**src/rtl/busclk_pkg.sv**
```systemverilog
package busclk_pkg;

  localparam int RATIO_W = 4;   // wide enough for the largest ratio (12)
  localparam int SEL_W   = 3;

  typedef enum logic [1:0] {
    ST_GAP = 2'd0,
    ST_DIV = 2'd1,
    ST_REF = 2'd2
  } busState_t;

  typedef struct packed {
    logic holdLow;   // force output low, clear the divider
    logic useRef;    // follow the synchronized reference
  } ctlStrobes_t;

  function automatic logic isRefCode(input logic [SEL_W-1:0] code);
    return (code == 3'd0) || (code == 3'd7);
  endfunction

  function automatic logic [RATIO_W-1:0] ratioOf(input logic [SEL_W-1:0] code);
    logic [RATIO_W-1:0] r;
    case (code)
      3'd1:    r = 4'd4;
      3'd2:    r = 4'd5;
      3'd3:    r = 4'd6;
      3'd4:    r = 4'd8;
      3'd5:    r = 4'd10;
      3'd6:    r = 4'd12;
      default: r = 4'd4;
    endcase
    return r;
  endfunction

endpackage

```
**src/rtl/busclk_ctl.sv**
```systemverilog
module busclk_ctl
  import busclk_pkg::*;
(
  input  logic                clk,
  input  logic                rst_n,
  input  logic [SEL_W-1:0]    selCode,
  input  logic                periodEnd,
  input  logic                refLow,
  input  logic                refFall,
  output ctlStrobes_t         strobes,
  output logic [RATIO_W-1:0]  ratio
);

  busState_t        state;
  logic [SEL_W-1:0] activeCode;
  logic             wantRef;

  assign wantRef = isRefCode(selCode);

  always_ff @(posedge clk) begin
    if (!rst_n) begin
      state      <= ST_GAP;
      activeCode <= '0;
    end else begin
      case (state)
        ST_GAP: begin
          activeCode <= selCode;
          if (!wantRef)    state <= ST_DIV;
          else if (refLow) state <= ST_REF;
        end
        ST_DIV: begin
          if (periodEnd) begin
            if (wantRef) state <= ST_GAP;
            else         activeCode <= selCode;
          end
        end
        ST_REF: begin
          if (refFall) begin
            if (!wantRef) state <= ST_GAP;
            else          activeCode <= selCode;
          end
        end
        default: state <= ST_GAP;
      endcase
    end
  end

  assign strobes.holdLow = (state == ST_GAP);
  assign strobes.useRef  = (state == ST_REF);
  assign ratio           = ratioOf(activeCode);

  // the ratio in use changes only at a period end
  a_r6_ratio_held: assert property (@(posedge clk) disable iff (!rst_n)
    (state == ST_DIV && !periodEnd) |=> $stable(activeCode));

endmodule

```
**src/rtl/busclk_dp.sv**
```systemverilog
module busclk_dp
  import busclk_pkg::*;
#(
  parameter bit OUT_MODE = 1'b0   // 0: 50% clock, 1: one-cycle enable
)(
  input  logic               clk,
  input  logic               rst_n,
  input  logic               refClk,
  input  ctlStrobes_t        strobes,
  input  logic [RATIO_W-1:0] ratio,
  output logic               periodEnd,
  output logic               refLow,
  output logic               refFall,
  output logic               busOut
);

  localparam int SYNC_LEN = 3;   // two synchronizer flops plus one edge flop

  logic [SYNC_LEN-1:0] refSync;
  logic [RATIO_W-1:0]  cnt;
  logic [RATIO_W-1:0]  lowLen;
  logic                refRise;
  logic                divRun;
  logic                outQ;

  always_ff @(posedge clk) begin
    if (!rst_n) refSync <= '0;
    else        refSync <= {refSync[SYNC_LEN-2:0], refClk};
  end

  assign refLow  = !refSync[1];
  assign refFall = refSync[2] & !refSync[1];
  assign refRise = refSync[1] & !refSync[2];

  assign lowLen    = ratio >> 1;
  assign divRun    = !strobes.holdLow && !strobes.useRef;
  assign periodEnd = divRun && (cnt == ratio - 4'd1);

  always_ff @(posedge clk) begin
    if (!rst_n) begin
      cnt  <= '0;
      outQ <= 1'b0;
    end else if (strobes.holdLow) begin
      cnt  <= '0;
      outQ <= 1'b0;
    end else if (strobes.useRef) begin
      cnt  <= '0;
      outQ <= OUT_MODE ? refRise : refSync[1];
    end else begin
      cnt  <= periodEnd ? '0 : cnt + 4'd1;
      outQ <= OUT_MODE ? periodEnd : (cnt >= lowLen);
    end
  end

  assign busOut = outQ;

  // the gap state always produces a low output cycle
  a_r8_gap_low: assert property (@(posedge clk) disable iff (!rst_n)
    strobes.holdLow |=> !outQ);

  // the divider count never reaches the ratio in use
  a_r2_cnt_bound: assert property (@(posedge clk) disable iff (!rst_n)
    divRun |-> (cnt < ratio));

  generate
    if (OUT_MODE) begin : g_enChk
      // enable pulses are one cycle wide
      a_r9_single_pulse: assert property (@(posedge clk) disable iff (!rst_n)
        outQ |=> !outQ);
    end
  endgenerate

endmodule

```
**src/rtl/busclk_gen.sv**
```systemverilog
module busclk_gen
  import busclk_pkg::*;
#(
  parameter bit OUT_MODE = 1'b0
)(
  input  logic             clk,
  input  logic             rst_n,
  input  logic [SEL_W-1:0] selCode,
  input  logic             refClk,
  output logic             busOut
);

  ctlStrobes_t        strobes;
  logic [RATIO_W-1:0] ratio;
  logic               periodEnd;
  logic               refLow;
  logic               refFall;

  busclk_ctl u_ctl (
    .clk       (clk),
    .rst_n     (rst_n),
    .selCode   (selCode),
    .periodEnd (periodEnd),
    .refLow    (refLow),
    .refFall   (refFall),
    .strobes   (strobes),
    .ratio     (ratio)
  );

  busclk_dp #(.OUT_MODE(OUT_MODE)) u_dp (
    .clk       (clk),
    .rst_n     (rst_n),
    .refClk    (refClk),
    .strobes   (strobes),
    .ratio     (ratio),
    .periodEnd (periodEnd),
    .refLow    (refLow),
    .refFall   (refFall),
    .busOut    (busOut)
  );

endmodule

```
**config.mk**
```make
export PLATFORM = sky130hd
export DESIGN_NAME = busclk_gen
export DESIGN_NICKNAME = d
export VERILOG_FILES = /design/src/rtl/busclk_pkg.sv /design/src/rtl/busclk_ctl.sv /design/src/rtl/busclk_dp.sv /design/src/rtl/busclk_gen.sv
export SDC_FILE = /design/constraint.sdc
export NUM_CORES = 1
export LEC_CHECK = 0
export BUFFER_PORTS_ARGS = -buffer_cell sky130_fd_sc_hd__buf_2
export CAP_MARGIN = 25
export CELL_PAD_IN_SITES_DETAIL_PLACEMENT = 0
export CELL_PAD_IN_SITES_GLOBAL_PLACEMENT = 1
export CORE_MARGIN = 5
export CORE_UTILIZATION = 29
export CTS_BUF_LIST = sky130_fd_sc_hd__clkbuf_16
export CTS_CLUSTER_SIZE = 30
export DETAILED_ROUTE_END_ITERATION = 7
export GPL_ROUTABILITY_DRIVEN = 0
export GPL_TIMING_DRIVEN = 0
export PLACE_DENSITY_LB_ADDON = 0.1
export SYNTH_ARGS = -nofsm -noshare
export SYNTH_HDL_FRONTEND = slang
export SYNTH_SLANG_ARGS = --single-unit
```
**constraint.sdc**
```tcl
create_clock -name clk -period 3.6 [get_ports clk]
set_input_delay 0.18 -clock clk [delete_from_list [all_inputs] [get_ports clk]]
set_output_delay 0.18 -clock clk [all_outputs]
set_load 0.005 [all_outputs]
```
### Word-level counts from Yosys, hierarchy flattened

Cells that the tools add are included.
W data, S select, Z words.

* register bits: 13
* output and inout bits: 1
* logic and storage cells: 53
* input bits: 6

* add/sub/neg operators: 2
* muxes and demuxes: 14
* reductions and logical operators: 13
* equality and inequality tests: 16
* magnitude comparators: 1
* bitwise operators: 2

Operators with widths (number)
* $pmux W4 S5: 1
* $eq A3 B3 Y1 const B: 4
* $mux W2: 6
* $mux W3: 4
* $reduce_and A5 Y1: 2
* $pmux W3 S3: 1
* $ne A2 B2 Y1 const B: 4
* $eq A3 B2 Y1 const B: 2
* $pmux W2 S3: 1
* $add A4 B1 Y4 const B: 1
* $eq A4 B4 Y1: 1
* $ge A4 B3 Y1: 1
* $ne A2 B1 Y1 const B: 2
* $reduce_or A4 Y1: 1
* $sub A4 B1 Y4 const B: 1
* $logic_not A1 Y1: 3
* $logic_not A3 Y1: 1
* $ne A3 B3 Y1 const B: 1
* $reduce_bool A3 Y1: 1
* $eq A2 B1 Y1 const B: 1
* $eq A2 B2 Y1 const B: 1
* $logic_and A1 B1 Y1: 2
* $logic_not A2 Y1: 1
* $reduce_or A2 Y1: 1
* 4 further kinds: 4

### Longest topological paths before layout

Gate-level depths: netlist of run 1.

* word-level depth: 7
* depth in mapped cells: 9
* mapped depth without buffers: 9

### Hierarchy

From an unflattened synthesis of run 1, not the netlist that was laid out.

* cells, all modules: 82
* area total of the unflattened synthesis: 754.5 um^2

Modules (own cells, without submodules)
* busclk_dp: cells an instance 44, area an instance 444.2 um^2, sequential area each 160.2 um^2, times used 1
* busclk_ctl: cells an instance 38, area an instance 310.3 um^2, sequential area each 100.1 um^2, times used 1

### Least setup slack after synthesis of run 1

OpenSTA, ideal clock, no wires.

* path kind: register to register
* start point: register u_ctl.activeCode[2]
* end point: register u_ctl.activeCode[0]
* stages on the path, launching flop included: 10
* slack: 1.589 ns
* library setup time: 0.118 ns
* clock period less this slack: 2.011 ns
* data arrival time: 1.893 ns
* cells stage by stage: dfxtp_1 > buf_6 > nor3b_1 > inv_1 > ha_1 > xnor2_1 > a21oi_1 > o221ai_1 > o32a_4 > mux2i_1

* cells in the longest elaborated chain, start to end: 7

Ends and longest elaborated chain
* start: declaration: line busclk_ctl.sv:15 `logic [SEL_W-1:0] activeCode;`
* start signal: assignment: line busclk_ctl.sv:27 `activeCode <= selCode;`
* start signal: assignment: line busclk_ctl.sv:34 `else activeCode <= selCode;`
* start signal: assignment: line busclk_ctl.sv:40 `else activeCode <= selCode;`
* $eq A3 B3 Y1 or $eq A3 B2 Y1 (tied branches): line busclk_pkg.sv:23 `case (code)`
* $pmux W4 S5 *: line busclk_pkg.sv:23
* $sub A4 B1 Y4 *: line busclk_dp.sv:37 `assign periodEnd = divRun && (cnt == ratio - 4'd1);`
* $eq A4 B4 Y1 *: line busclk_dp.sv:37
* $logic_and A1 B1 Y1 *: line busclk_dp.sv:37
* $ne A2 B1 Y1 (no line) *
* $reduce_and A5 Y1 (no line) *

Every way passes the cells marked *; elsewhere a longest branch is shown, timed or not.
A chain may end at the register's enable or synchronous reset.

### Worst setup path after layout of run 1

* start point: register u_ctl.activeCode[1]
* end point: register u_ctl.activeCode[2]

The elaborated chain is that of the path after synthesis.

==> impl_results.md, run 1 <==
- Outcome: finished clean
- Area of the multi-input gates: ~430 um2
- Kind of start point of the critical path: flop
- Number of synthesized flops with an enable pin: 0
- Number of clock sinks: 13
- Terminus of the critical flop-to-flop path: u_ctl.activeCode[2]
- Ratio of final minimum period to clock period: 0.613
- All-Layer GR Usage: 0.0881
- Die Ht: around 60 um
- Fraction of registers with async set/reset: 0
- Remaining antenna violation count after routing: 0
- Vias in the first global route: ~520
- Worst setup path startpoint: u_ctl.activeCode[1]
- Post-cts resize count: 0
- Synthesized Nets: between 90 and 100
- Yosys warns: 0
- Launch instance of the worst register-to-register path: u_ctl.activeCode[1]
- Largest net degree at the start of global routing: 11
- Setup tns final: 0 ns
- Post-Place Worst Slack: between 1 and 1.5 ns
- Reg2Reg Depth: 8
- Cells along the critical path: nor3b_1 > inv_1 > ha_1 > xor2_1 > o32a_2 > o21ai_2 > o32a_4 > mux2i_1
- IO Pins: 7
- Number of detailed-routing iterations run before antenna repair: 2
- Filler Cells Inserted: 270
- First-pass GRT wire length: between 2 and 2.5 mm
- Horizontal die dimension: 59.9 um
- Count of final max-slew check failures: 0
- Finished Core Util: 0.356
- Share of cells above drive strength 1: 0.140
- Number of failing hold endpoints at the final stage: 0
- Number of buffers added for setup after CTS: 0
- Worst min path class: input pin to flop
- Capturing element of the worst setup path: u_ctl.activeCode[2]
- Number of input and output port buffers inserted: 6
- Routed len/inst: about 11 um
- Number of core rows: 18
- Aggregate routed wire length: roughly 1.3 mm
- Detail Placement HPWL: 1.04 mm
- Shortest period the worst path allows: 2.21 ns
- Final-stage net count: about 100
- Area Overhead vs Synth: 20.3%
- Count of H-tree levels built during CTS: 1
- Number of antenna violations at the first check in global routing: 0
- Cell with the largest stage delay on the worst path: sky130_fd_sc_hd__o32a_4
- Number of DRC violations after detailed routing: 0
- Area fraction of the dominant cell type after synthesis: 0.361
- Number of hold buffers added after cts: 0
- Latest clock arrival within the worst-skew pair: about 0.24 ns
- Most frequently used flop master after synthesis: sky130_fd_sc_hd__dfxtp_1
- Vias per std cell: approximately 4.6
- Setup slack after layout: 1.39 ns
- Starting Density: 0.296
- Die Footprint: between 3000 and 4000 um2
- Number of buffers on the longest clock path: 2
- Clock input transition at the sequential cells of the worst setup and hold paths: about 0.04 ns
- Slew headroom: 0.756
- Area of all sequential standard cells: approximately 260 um2
- Setup repair after global routing missed its margin: false
- Top area cells in the synthesized netlist: sky130_fd_sc_hd__dfxtp_1 (36%), sky130_fd_sc_hd__ha_1 (6.9%), sky130_fd_sc_hd__nand2_1 (5.2%), sky130_fd_sc_hd__mux2i_1 (4.2%), sky130_fd_sc_hd__a21oi_1 (3.5%)
- Post-synthesis cell type count: 30
- Pleak: 0.379 nW
- Nature of the critical path endpoint: flop
- Transition time at the pin with the least slew margin: 0.365 ns
- Worst IR Drop VDD: between 0.2 and 0.3 mV
- Register area share after synthesis: 0.361
- Cell taking the most area after synthesis: sky130_fd_sc_hd__dfxtp_1
- Drt initial violations: 3
- Clock buffers created by TritonCTS: 3
- Total overflow reported by the global router: 0
- Longest individual stage delay on the worst path: between 0.4 and 0.5 ns
- Worst Hold Path Cells: 2
- Root buffer selected by CTS: sky130_fd_sc_hd__clkbuf_16
- Arrival time of the worst setup path: 2.33 ns
- Max-capacitance violation count: 0
- Worst endpoint required time: between 3 and 4 ns
- Register-to-Register Setup Slack: ~1.4 ns
- Syn Std Cell Area: ~720 um2
- Clk_skew: 0.00216 ns
- Synth Area per Inst: about 8.7 um2
- Maximum fanout along the worst path: 6
- Cells after synthesis: between 80 and 90
- Final-report setup violation count: 0
- Total via count in the routed design: between 500 and 600
- Flop and latch count out of synthesis: 13
- Max Clk Rate: 453 MHz
- Setup Crit Path Kind: flop to flop
- Core region area: between 2000 and 2500 um2
- TritonCTS clock tree: yes
- Cell Pwr Density: 489 nW/um2
- Number of antenna diodes: 0
area by class of cell:
cell class	instances	share of cell area
multi-input cells	63	0.492
flip-flops and latches	13	0.300
clock buffers	3	0.0866
well taps	30	0.0433
repair buffers	6	0.0346
inverters	5	0.0216
plain buffers	2	0.0173
clock inverters	1	0.00433
flip-flops by register name (all words and copies together), names as in the netlist:
register	flops
u_ctl.activeCode	3
u_ctl.state	2
u_dp.busOut	1
u_dp.cnt	4
u_dp.refSync	3
power by group:
part | switching (mW) | internal (mW) | total, mW
combinational | 0.0292 | 0.0292 | 0.0584
sequential | 0.00920 | 0.153 | 0.162
clock | 0.0570 | 0.146 | 0.203
total | 0.0954 | 0.328 | 0.424
Yosys cell counts, drive strengths merged, types with 3 or more instances:
master  count
o21ai       5
nand2b      3
nor3        4
inv         5
and2        3
mux2i       3
ha          4
dfxtp      13
nor3b       3
a21oi       5
nor2        4
nand2      10
critical path, delay by kind of cell (launching register included):
kind	cells	cell delay [ns]
fa+ha+maj	1	0.21
xor+xnor	1	0.25
flops	1	0.40
buf+inv	1	0.08
compound gates	3	0.71
mux	1	0.12
simple gates	1	0.33
stage by stage:
step                      cell area (um2)  hold WS (ns)  cells  power [mW]
after floorplan                       721         0.307     83       0.209
after global placement                788         0.388    119       0.225
after detailed placement              788         0.392    119       0.224
after CTS                             867         0.145    123       0.431
after global routing                  867         0.159    123       0.447
final                                 867         0.146    123       0.424
logic make-up after synthesis:
kind of cell	share of synthesized area
multiplexers	0.0417
flip-flops	0.361
adder cells (fa/ha/maj)	0.0833
AND/OR/NAND/NOR	0.253
buffers and inverters	0.0469
XOR/XNOR	0.0486
AO/OA/AOI/OAI	0.165
metal layers:
| layer | routed length, um | up-vias | GRT usage |
|---|---|---|---|
| met5 | 0 | - | 0 |
| met4 | 15 | 0 | 0.0570 |
| met3 | 28 | 2 | 0.0259 |
| met2 | 606 | 3 | 0.131 |
| met1 | 674 | 252 | 0.109 |
| li1 | - | 308 | - |
cell usage in the layout, fill, tap and decap left out:
master                       n
sky130_fd_sc_hd__o32a_4      1
sky130_fd_sc_hd__maj3_1      1
sky130_fd_sc_hd__o21ai_0     4
sky130_fd_sc_hd__a21o_1      1
sky130_fd_sc_hd__mux2i_1     3
sky130_fd_sc_hd__o221ai_1    1
sky130_fd_sc_hd__nand2_1    10
sky130_fd_sc_hd__nor2b_1     2
sky130_fd_sc_hd__clkbuf_1    1
sky130_fd_sc_hd__o21a_1      1
sky130_fd_sc_hd__or3_1       1
sky130_fd_sc_hd__nand3_1     2
sky130_fd_sc_hd__and3b_1     1
sky130_fd_sc_hd__and2_1      3
sky130_fd_sc_hd__nand2b_1    3
sky130_fd_sc_hd__buf_2       6
sky130_fd_sc_hd__a21oi_1     5
sky130_fd_sc_hd__clkbuf_16   3
sky130_fd_sc_hd__buf_6       1
sky130_fd_sc_hd__xor2_1      2
sky130_fd_sc_hd__nor2_1      4
sky130_fd_sc_hd__and3_1      1
sky130_fd_sc_hd__inv_1       6
sky130_fd_sc_hd__or2_1       1
sky130_fd_sc_hd__ha_1        4
sky130_fd_sc_hd__dfxtp_1    13
sky130_fd_sc_hd__o21ai_2     1
sky130_fd_sc_hd__nor3_1      4
sky130_fd_sc_hd__o32a_2      1
sky130_fd_sc_hd__a211oi_1    1
sky130_fd_sc_hd__nor3b_1     3
sky130_fd_sc_hd__xnor2_1     2
how the worst min path moves through the flow:
stage	start	endpoint	slack, ns
after floorplan	refClk	u_dp.refSync[0]	0.31
after global placement	refClk	u_dp.refSync[0]	0.39
after detailed placement	refClk	u_dp.refSync[0]	0.39
after CTS	refClk	u_dp.refSync[0]	0.15
after global routing	refClk	u_dp.refSync[0]	0.16
final	refClk	u_dp.refSync[0]	0.15
No activity file was read; power rests on OpenSTA's default activity.
==> run 2, diff against run 1 <==
- clock period: 3.6 -> 2.1 ns (I/O delays scaled with it)
==> run 2 against run 1 <==
  * Clock skew is 0.00088 ns lower
  * Sequential power increased by 73%
  * Setup slack worse by 1.3 ns
  * First-iteration DRC count is 67% higher
  * Via count grew 5.0%
  * Fmax grew 9.8%
  * Clock power is 72% higher
  * Final cell count up 2.4%
  * Sequential share of layout area down 3.0 points
  * Die area unchanged
  * Routed wire length rose by 8.8%
  * Largest power group unchanged
  * Combinational power is 130% higher
==> impl_results.md, run 2 (same netlist as run 1, synthesis figures left out) <==
- Slew headroom: 0.757 (about the same)
- Number of antenna violations at the first check in global routing: 0 (unchanged)
- Sum of internal, switching and leakage power: 0.764 mW (+80%)
- Maximum fanout along the worst path: 6 (unchanged)
- Worst min path class: input pin to flop
- First-pass GRT wire length: 2.39 mm (+4.8%)
- Outcome: finished clean
- Category of cells accounting for the largest share of critical-path delay: compound AO/OA/AOI/OAI gates
- Total via count in the routed design: 593 (+5.0%)
- Latest clock arrival within the worst-skew pair: 0.24 ns (about the same)
- Horizontal die dimension: 59.9 um (unchanged)
- Register-to-Register Setup Slack: 0.09 ns (-1.30 ns)
- Total overflow reported by the global router: 0 (unchanged)
- Area of all placed cells without fillers: 967 um2 (+12%)
- Drt initial violations: 5 (+2)
- Routed len/inst: 11.4 um (+6.2%)
- Clock input transition at the sequential cells of the worst setup and hold paths: 0.04 ns (about the same)
- Reg2Reg Depth: 9 (+1)
- Vias in the first global route: 541 (+3.2%)
- Area Overhead vs Synth: 34.2%
- Starting Density: 0.296 (unchanged)
- Number of DRC violations after detailed routing: 0 (unchanged)
- Internal power: 0.583 mW (+78%)
- Sw Ratio: 0.237 (+0.0117)
- Worst endpoint required time: 2.22 ns (-1.50 ns)
- Clock network power share: 0.458 (-0.021)
- Max-capacitance violation count: 0 (unchanged)
- Worst Hold Path Cells: 2 (unchanged)
- Setup repair after global routing missed its margin: false
- Number of failing hold endpoints at the final stage: 0 (unchanged)
- Count of H-tree levels built during CTS: 1 (unchanged)
- Relative contribution of combinational cells to total power: 0.174 (+0.036)
- Shortest period the worst path allows: 2.01 ns (-0.197 ns)
- Clock buffers created by TritonCTS: 3 (unchanged)
- Vias per std cell: 4.71 (+2.5%)
- Ratio of final minimum period to clock period: 0.957 (+0.344)
- Uppermost layer routed: met4
- All-Layer GR Usage: 0.0916 (+0.00358)
- Transition time at the pin with the least slew margin: 0.365 ns (-0.000471 ns)
- Aggregate routed wire length: 1.44 mm (+8.8%)
- Share of cells above drive strength 1: 0.271 (+0.131)
- Number of detailed-routing iterations run before antenna repair: 2 (unchanged)
- Detail Placement HPWL: 1.04 mm (unchanged)
- TritonCTS clock tree: yes
- Setup Crit Path Kind: flop to flop
- Placed inst area: 788 um2 (unchanged)
- Count of final max-slew check failures: 0 (unchanged)
- Sum of routed wire segments on met1: 696 um (+3.3%)
- Most common library cell in the layout ignoring fill and taps: sky130_fd_sc_hd__dfxtp_1
- Longest individual stage delay on the worst path: 0.39 ns (-0.02 ns)
- Die Ht: 59.9 um (unchanged)
- Largest net degree at the start of global routing: 11 (unchanged)
- Number of input and output port buffers inserted: 6 (unchanged)
- Most frequent cells in the layout: sky130_fd_sc_hd__dfxtp_1 (12), sky130_fd_sc_hd__nand2_1 (10), sky130_fd_sc_hd__buf_2 (7)
- Cell Pwr Density: 790 nW/um2 (+62%)
- Cell with the largest stage delay on the worst path: sky130_fd_sc_hd__o32a_4
- Nature of the critical path endpoint: flop
- Core region area: 2430 um2 (unchanged)
- Arrival time of the worst setup path: 2.13 ns (-0.20 ns)
- Cells along the critical path: buf_6 > nor2b_4 > o21ai_2 > ha_2 > xor2_4 > o32a_4 > o21ai_4 > o32a_4 > mux2i_1
- Number of antenna diodes: 0 (unchanged)
- Worst IR Drop VDD: 0.442 mV (+76%)
- Filler Cells Inserted: 268 (-0.74%)
- Final worst hold slack: 0.0700 ns (-0.0764 ns)
- Finished Core Util: 0.398 (+0.0412)
- Area of the multi-input gates: 505 um2 (+18%)
- Number of core rows: 18 (unchanged)
- Area of all sequential standard cells: 262 um2 (+0.48%)
- Max Clk Rate: 498 MHz (+9.8%)
- Post-placement cell count: 119 (unchanged)
- Met2 wirelength from detailed routing: 700 um (+16%)
- Met3 Routed Length: 28 um (unchanged)
- Hold path startpoint: refClk
- Kind of start point of the critical path: flop
- Launch instance of the worst register-to-register path: u_ctl.activeCode[2]
- Die Footprint: 3580 um2 (unchanged)
- Final-stage net count: 107 (+2.9%)
- Total buffers and inverters traversed by the critical path: 1 (unchanged)
- Number of hold buffers added after cts: 0 (unchanged)
- Root buffer selected by CTS: sky130_fd_sc_hd__clkbuf_16
- Hold Path Sink: u_dp.refSync[0]
- Post-layout instance count excluding filler cells: 126 (+2.4%)
- Terminus of the critical flop-to-flop path: u_ctl.activeCode[1]
- Final-report setup violation count: 0 (unchanged)
- Most Frequent Cell on Critical Path: sky130_fd_sc_hd__o32a_4
- Remaining antenna violation count after routing: 0 (unchanged)
- Number of buffers on the longest clock path: 2 (unchanged)
- Register with the most flip-flops: u_dp.cnt
- Number of flip-flops in the largest register: 4 (unchanged)
- Portion of total power attributed to sequential cells: 0.368 (-0.015)
- Pleak: 0.412 nW (+8.9%)
- Biggest registers after layout: u_dp.cnt: 4 flops, u_ctl.activeCode: 3 flops, u_dp.refSync: 3 flops
- Clk_skew: 0.00127 ns (-0.000885 ns)
- IO Pins: 7 (unchanged)
- Number of clock sinks: 13 (unchanged)
- Net Sw Power: 0.181 mW (+90%)
## run 2: changes by cell type in the layout (fill, tap and decap cells not counted), sizes merged
cell and change:
buf +3
## run 2: power by group through the flow
stage	combinational [mW]	clock, mW	sequential [mW]
CTS	0.107	0.359	0.279
global placement	0.102	0	0.283
global route	0.149	0.374	0.284
detailed placement	0.102	0	0.283
finish	0.133	0.350	0.281
floorplan	0.0801	0	0.278
## run 2: metrics by stage
stage,setup TNS [ns],setup slack (ns)
after floorplan,0,0.0886
after global placement,-0.501,-0.131
after detailed placement,-0.332,-0.0975
after CTS,0,0.00279
after global routing,0,0.00797
final,0,0.0913
## run 2: metal layers
metal,vias to the layer above,GRT usage
met2,3,0.140
met5,-,0
met4,0,0.0570
met1,277,0.112
li1,311,-
met3,2,0.0259
## run 2: worst max-delay path by stage
stage / cells past startpoint / end / start
final: 9 / u_ctl.activeCode[1] / u_ctl.activeCode[2]
after global routing: 9 / u_ctl.activeCode[2] / u_ctl.activeCode[2]
after CTS: 9 / u_ctl.activeCode[2] / u_ctl.activeCode[2]
after detailed placement: 8 / u_ctl.activeCode[2] / u_ctl.activeCode[1]
after global placement: 9 / u_ctl.activeCode[0] / u_ctl.activeCode[2]
after floorplan: 9 / u_ctl.activeCode[0] / u_ctl.activeCode[2]
## run 2: worst register-to-register path: cells and delay by family, from the launching register on
kind | cells | cell delay [ns]
DFF | 1 | 0.30
muxes | 1 | 0.12
adders and majority gates | 1 | 0.24
AOI/OAI and AO/OA | 4 | 0.79
buffers and inverters | 1 | 0.13
xor gates and xnor gates | 1 | 0.19
and+or+nand+nor | 1 | 0.13
## run 2: area by class of cell
type | count | area share
plain buffers | 2 | 0.0155
clock buffers | 3 | 0.0776
clock inverters | 1 | 0.00388
inverters | 5 | 0.0194
multi-input cells | 63 | 0.523
flip-flops and latches | 13 | 0.270
well taps | 30 | 0.0388
repair buffers | 9 | 0.0517
## run 2: what timing repair did
item,CTS,global route
resized for setup,4,12
pin swaps,0,6
setup buffers,0,3
setup endpoints to repair,4,8
==> run 3, diff against run 2 <==
- ABC_AREA: default -> 1
- CORE_ASPECT_RATIO: default -> 2
- clock period: 2.1 -> 2.3 ns (I/O delays scaled with it)
==> run 3 against run 2 <==
  * Highest routed layer unchanged
  * Fmax rose by 0.90%
  * Routed wire length up 15%
  * Synthesized cell count up 40%
  * Final cell count rose by 22%
  * Register-to-register slack improved by 0.22 ns
  * Flip-flop and latch count unchanged
  * Clock power down 9.7%
  * Sequential power about the same
  * Critical path depth rose by 5
  * Synthesized area rose by 10%
==> impl_results.md, run 3 <==
- Arrival time of the worst setup path: 2.16 ns (+0.03 ns)
- Count of final max-slew check failures: 0 (unchanged)
- Finished Core Util: 0.345 (-0.0523)
- Die Footprint: 3940 um2 (+10%)
- Placed inst area: 855 um2 (+8.4%)
- Largest net degree at the start of global routing: 11 (unchanged)
- Detail Placement HPWL: 1.41 mm (+36%)
- Horizontal die dimension: 47.0 um (-22%)
- Most common library cell in the layout ignoring fill and taps: sky130_fd_sc_hd__nand2_1
- Syn Std Cell Area: 793 um2 (+10%)
- Number of synthesized flops with an enable pin: 0 (unchanged)
- Number of buffers added for setup after CTS: 0 (unchanged)
- Post-Place Worst Slack: 0.151 ns (+0.249 ns)
- Number of DRC violations after detailed routing: 0 (unchanged)
- Number of buffers on the longest clock path: 2 (unchanged)
- Post-cts resize count: 0 (-4)
- Worst IR Drop VDD: 0.660 mV (+49%)
- Drt initial violations: 13 (+8)
- Ratio of final minimum period to clock period: 0.866 (-0.0909)
- Routed len/inst: 10.8 um (-5.9%)
- Maximum fanout along the worst path: 6 (unchanged)
- Die Ht: 84.0 um (+40%)
- Shortest period the worst path allows: 1.99 ns (-0.0178 ns)
- Number of failing hold endpoints at the final stage: 0 (unchanged)
- Number of clock sinks: 13 (unchanged)
- Nature of the critical path endpoint: flop
- Setup repair after global routing missed its margin: false
- Reg2Reg Depth: 14 (+5)
- Vias per std cell: 4.50 (-4.4%)
- Max-capacitance violation count: 0 (unchanged)
- Number of detailed-routing iterations run before antenna repair: 4 (+2)
- Setup Crit Path Kind: flop to flop
- Slew headroom: 0.716 (-0.0403)
- Transition time at the pin with the least slew margin: 0.426 ns (+0.0605 ns)
- Number of hold buffers added after cts: 0 (unchanged)
- Share of cells above drive strength 1: 0.136 (-0.135)
- Hold Path Sink: u_dp.refSync[0]
- Register with the most flip-flops: u_dp.cnt
- Most frequent cells after synthesis: sky130_fd_sc_hd__nand2_1 (27), sky130_fd_sc_hd__inv_1 (21), sky130_fd_sc_hd__dfxtp_1 (13), sky130_fd_sc_hd__nor2_1 (12), sky130_fd_sc_hd__nand3_1 (11)
- Synth Area per Inst: 6.84 um2 (-21%)
- Hold path startpoint: refClk
- Outcome: finished clean
- Number of antenna diodes: 0 (unchanged)
- Yosys warns: 0 (unchanged)
- Fraction of registers with async set/reset: 0 (unchanged)
- Final-report setup violation count: 0 (unchanged)
- Cell Pwr Density: 898 nW/um2 (+14%)
- Area of all placed cells without fillers: 933 um2 (-3.5%)
- TritonCTS clock tree: yes
- IO Pins: 7 (unchanged)
- Core region area: 2700 um2 (+11%)
- Most common cell in the synthesized netlist: sky130_fd_sc_hd__nand2_1
- Cells along the critical path: inv_2 > nand2_1 > inv_2 > o21ai_1 > ha_1 > xor2_1 > nand2_1 > nor2_2 > nand3_2 > nand2_4 > nand3_4 > nand2_1 > inv_1 > nor2_1
- Cell taking the most area after synthesis: sky130_fd_sc_hd__dfxtp_1
- Top area cells in the synthesized netlist: sky130_fd_sc_hd__dfxtp_1 (33%), sky130_fd_sc_hd__nand2_1 (13%), sky130_fd_sc_hd__inv_1 (9.9%), sky130_fd_sc_hd__nand3_1 (6.9%), sky130_fd_sc_hd__ha_1 (6.3%)
- Clock buffers created by TritonCTS: 3 (unchanged)
- Remaining antenna violation count after routing: 0 (unchanged)
- Worst Hold Path Cells: 3 (+1)
- Total via count in the routed design: 693 (+17%)
- Clock input transition at the sequential cells of the worst setup and hold paths: 0.04 ns (about the same)
- Synthesized Nets: 126 (+35%)
- Worst endpoint required time: 2.47 ns (+0.25 ns)
- Most frequent cells in the layout: sky130_fd_sc_hd__nand2_1 (27), sky130_fd_sc_hd__inv_1 (22), sky130_fd_sc_hd__dfxtp_1 (13)
- Worst min path class: input pin to flop
- Total buffers and inverters traversed by the critical path: 3 (+2)
- All-Layer GR Usage: 0.101 (+0.00929)
- Area Overhead vs Synth: 17.7%
- Root buffer selected by CTS: sky130_fd_sc_hd__clkbuf_16
- Count of H-tree levels built during CTS: 1 (unchanged)
- Aggregate routed wire length: 1.66 mm (+15%)
- Most Frequent Cell on Critical Path: sky130_fd_sc_hd__nand2_1
- Final worst hold slack: 0.0596 ns (-0.0104 ns)
- Setup tns final: 0 ns (unchanged)
- Cell with the largest stage delay on the worst path: sky130_fd_sc_hd__dfxtp_1
- Terminus of the critical flop-to-flop path: u_ctl.activeCode[0]
- Starting Density: 0.294 (-0.00278)
- Area fraction of the dominant cell type after synthesis: 0.328 (-0.0330)
- Flop and latch count out of synthesis: 13 (unchanged)
- Most frequently used flop master after synthesis: sky130_fd_sc_hd__dfxtp_1
- Pleak: 0.494 nW (+20%)
- Cells after synthesis: 116 (+40%)
- Vias in the first global route: 671 (+24%)
- Post-synthesis cell type count: 24 (-20%)
- Filler Cells Inserted: 323 (+21%)
- Number of core rows: 27 (+9)
- Total overflow reported by the global router: 0 (unchanged)
- Number of flip-flops in the largest register: 4 (unchanged)
- Setup slack after layout: 0.309 ns (+0.218 ns)
- Number of input and output port buffers inserted: 5 (-1)
- First-pass GRT wire length: 2.86 mm (+20%)
- Final-stage net count: 136 (+27%)
- Launch instance of the worst register-to-register path: u_ctl.activeCode[1]
- Number of antenna violations at the first check in global routing: 0 (unchanged)
- Max Clk Rate: 502 MHz (+0.90%)
- Register-to-Register Setup Slack: 0.31 ns (+0.22 ns)
- Longest individual stage delay on the worst path: 0.40 ns (about the same)
- Latest clock arrival within the worst-skew pair: 0.24 ns (about the same)
- Kind of start point of the critical path: flop
- Biggest registers after layout: u_dp.cnt: 4 flops, u_ctl.activeCode: 3 flops, u_dp.refSync: 3 flops
- Category of cells accounting for the largest share of critical-path delay: simple AND/OR/NAND/NOR gates
- Register area share after synthesis: 0.328 (-0.0330)
- Clk_skew: 0.00102 ns (-0.000248 ns)
run 3: cells by family after synthesis:
family | synth area share
buffers and inverters | 0.118
AO/OA/AOI/OAI | 0.0789
XOR/XNOR | 0.0331
AND/OR/NAND/NOR | 0.379
flip-flops | 0.328
adder cells (fa/ha/maj) | 0.0631
run 3: layout make-up:
class	count	area (um2)	area share
Clock buffer	3	75.1	0.0804
Inverter	24	90.1	0.0965
Tap cell	29	36.3	0.0389
Buffer	1	3.75	0.00402
Sequential cell	13	260	0.279
Clock inverter	1	3.75	0.00402
Timing Repair Buffer	5	25.0	0.0268
Multi-Input combinational cell	78	439	0.471
run 3: where the power goes:
part,internal (mW),switching (mW)
registers,0.253,0.0293
clock network,0.229,0.0877
logic,0.0892,0.150
run 3: stage by stage:
step / cells / total power [mW]
finish: 154 / 0.838
floorplan: 116 / 0.476
detailed placement: 150 / 0.529
CTS: 154 / 0.854
global placement: 150 / 0.527
global route: 154 / 0.907
run 3: worst min-delay path, stage by stage:
cell,delay (ns)
sky130_fd_sc_hd__buf_2,0.07
sky130_fd_sc_hd__nand2_1,0.04
sky130_fd_sc_hd__inv_1,0.04
run 3: layer usage:
metal  global-route usage  routed length (um)
met4               0.0529                  21
met3               0.0194                  14
met5                    0                   0
met2                0.183                1010
met1               0.0961                 612
run 3: worst max-delay path by stage:
stage | end | slack [ns] | cells after the start | start
floorplan | u_ctl.state[0] | 0.53 | 13 | u_ctl.activeCode[1]
global placement | u_ctl.state[0] | 0.18 | 13 | u_ctl.activeCode[1]
detailed placement | u_ctl.activeCode[0] | 0.15 | 14 | u_ctl.activeCode[1]
CTS | u_ctl.activeCode[0] | 0.14 | 14 | u_ctl.activeCode[1]
global route | u_ctl.activeCode[2] | 0.08 | 14 | u_ctl.activeCode[1]
finish | u_ctl.activeCode[0] | 0.31 | 14 | u_ctl.activeCode[1]
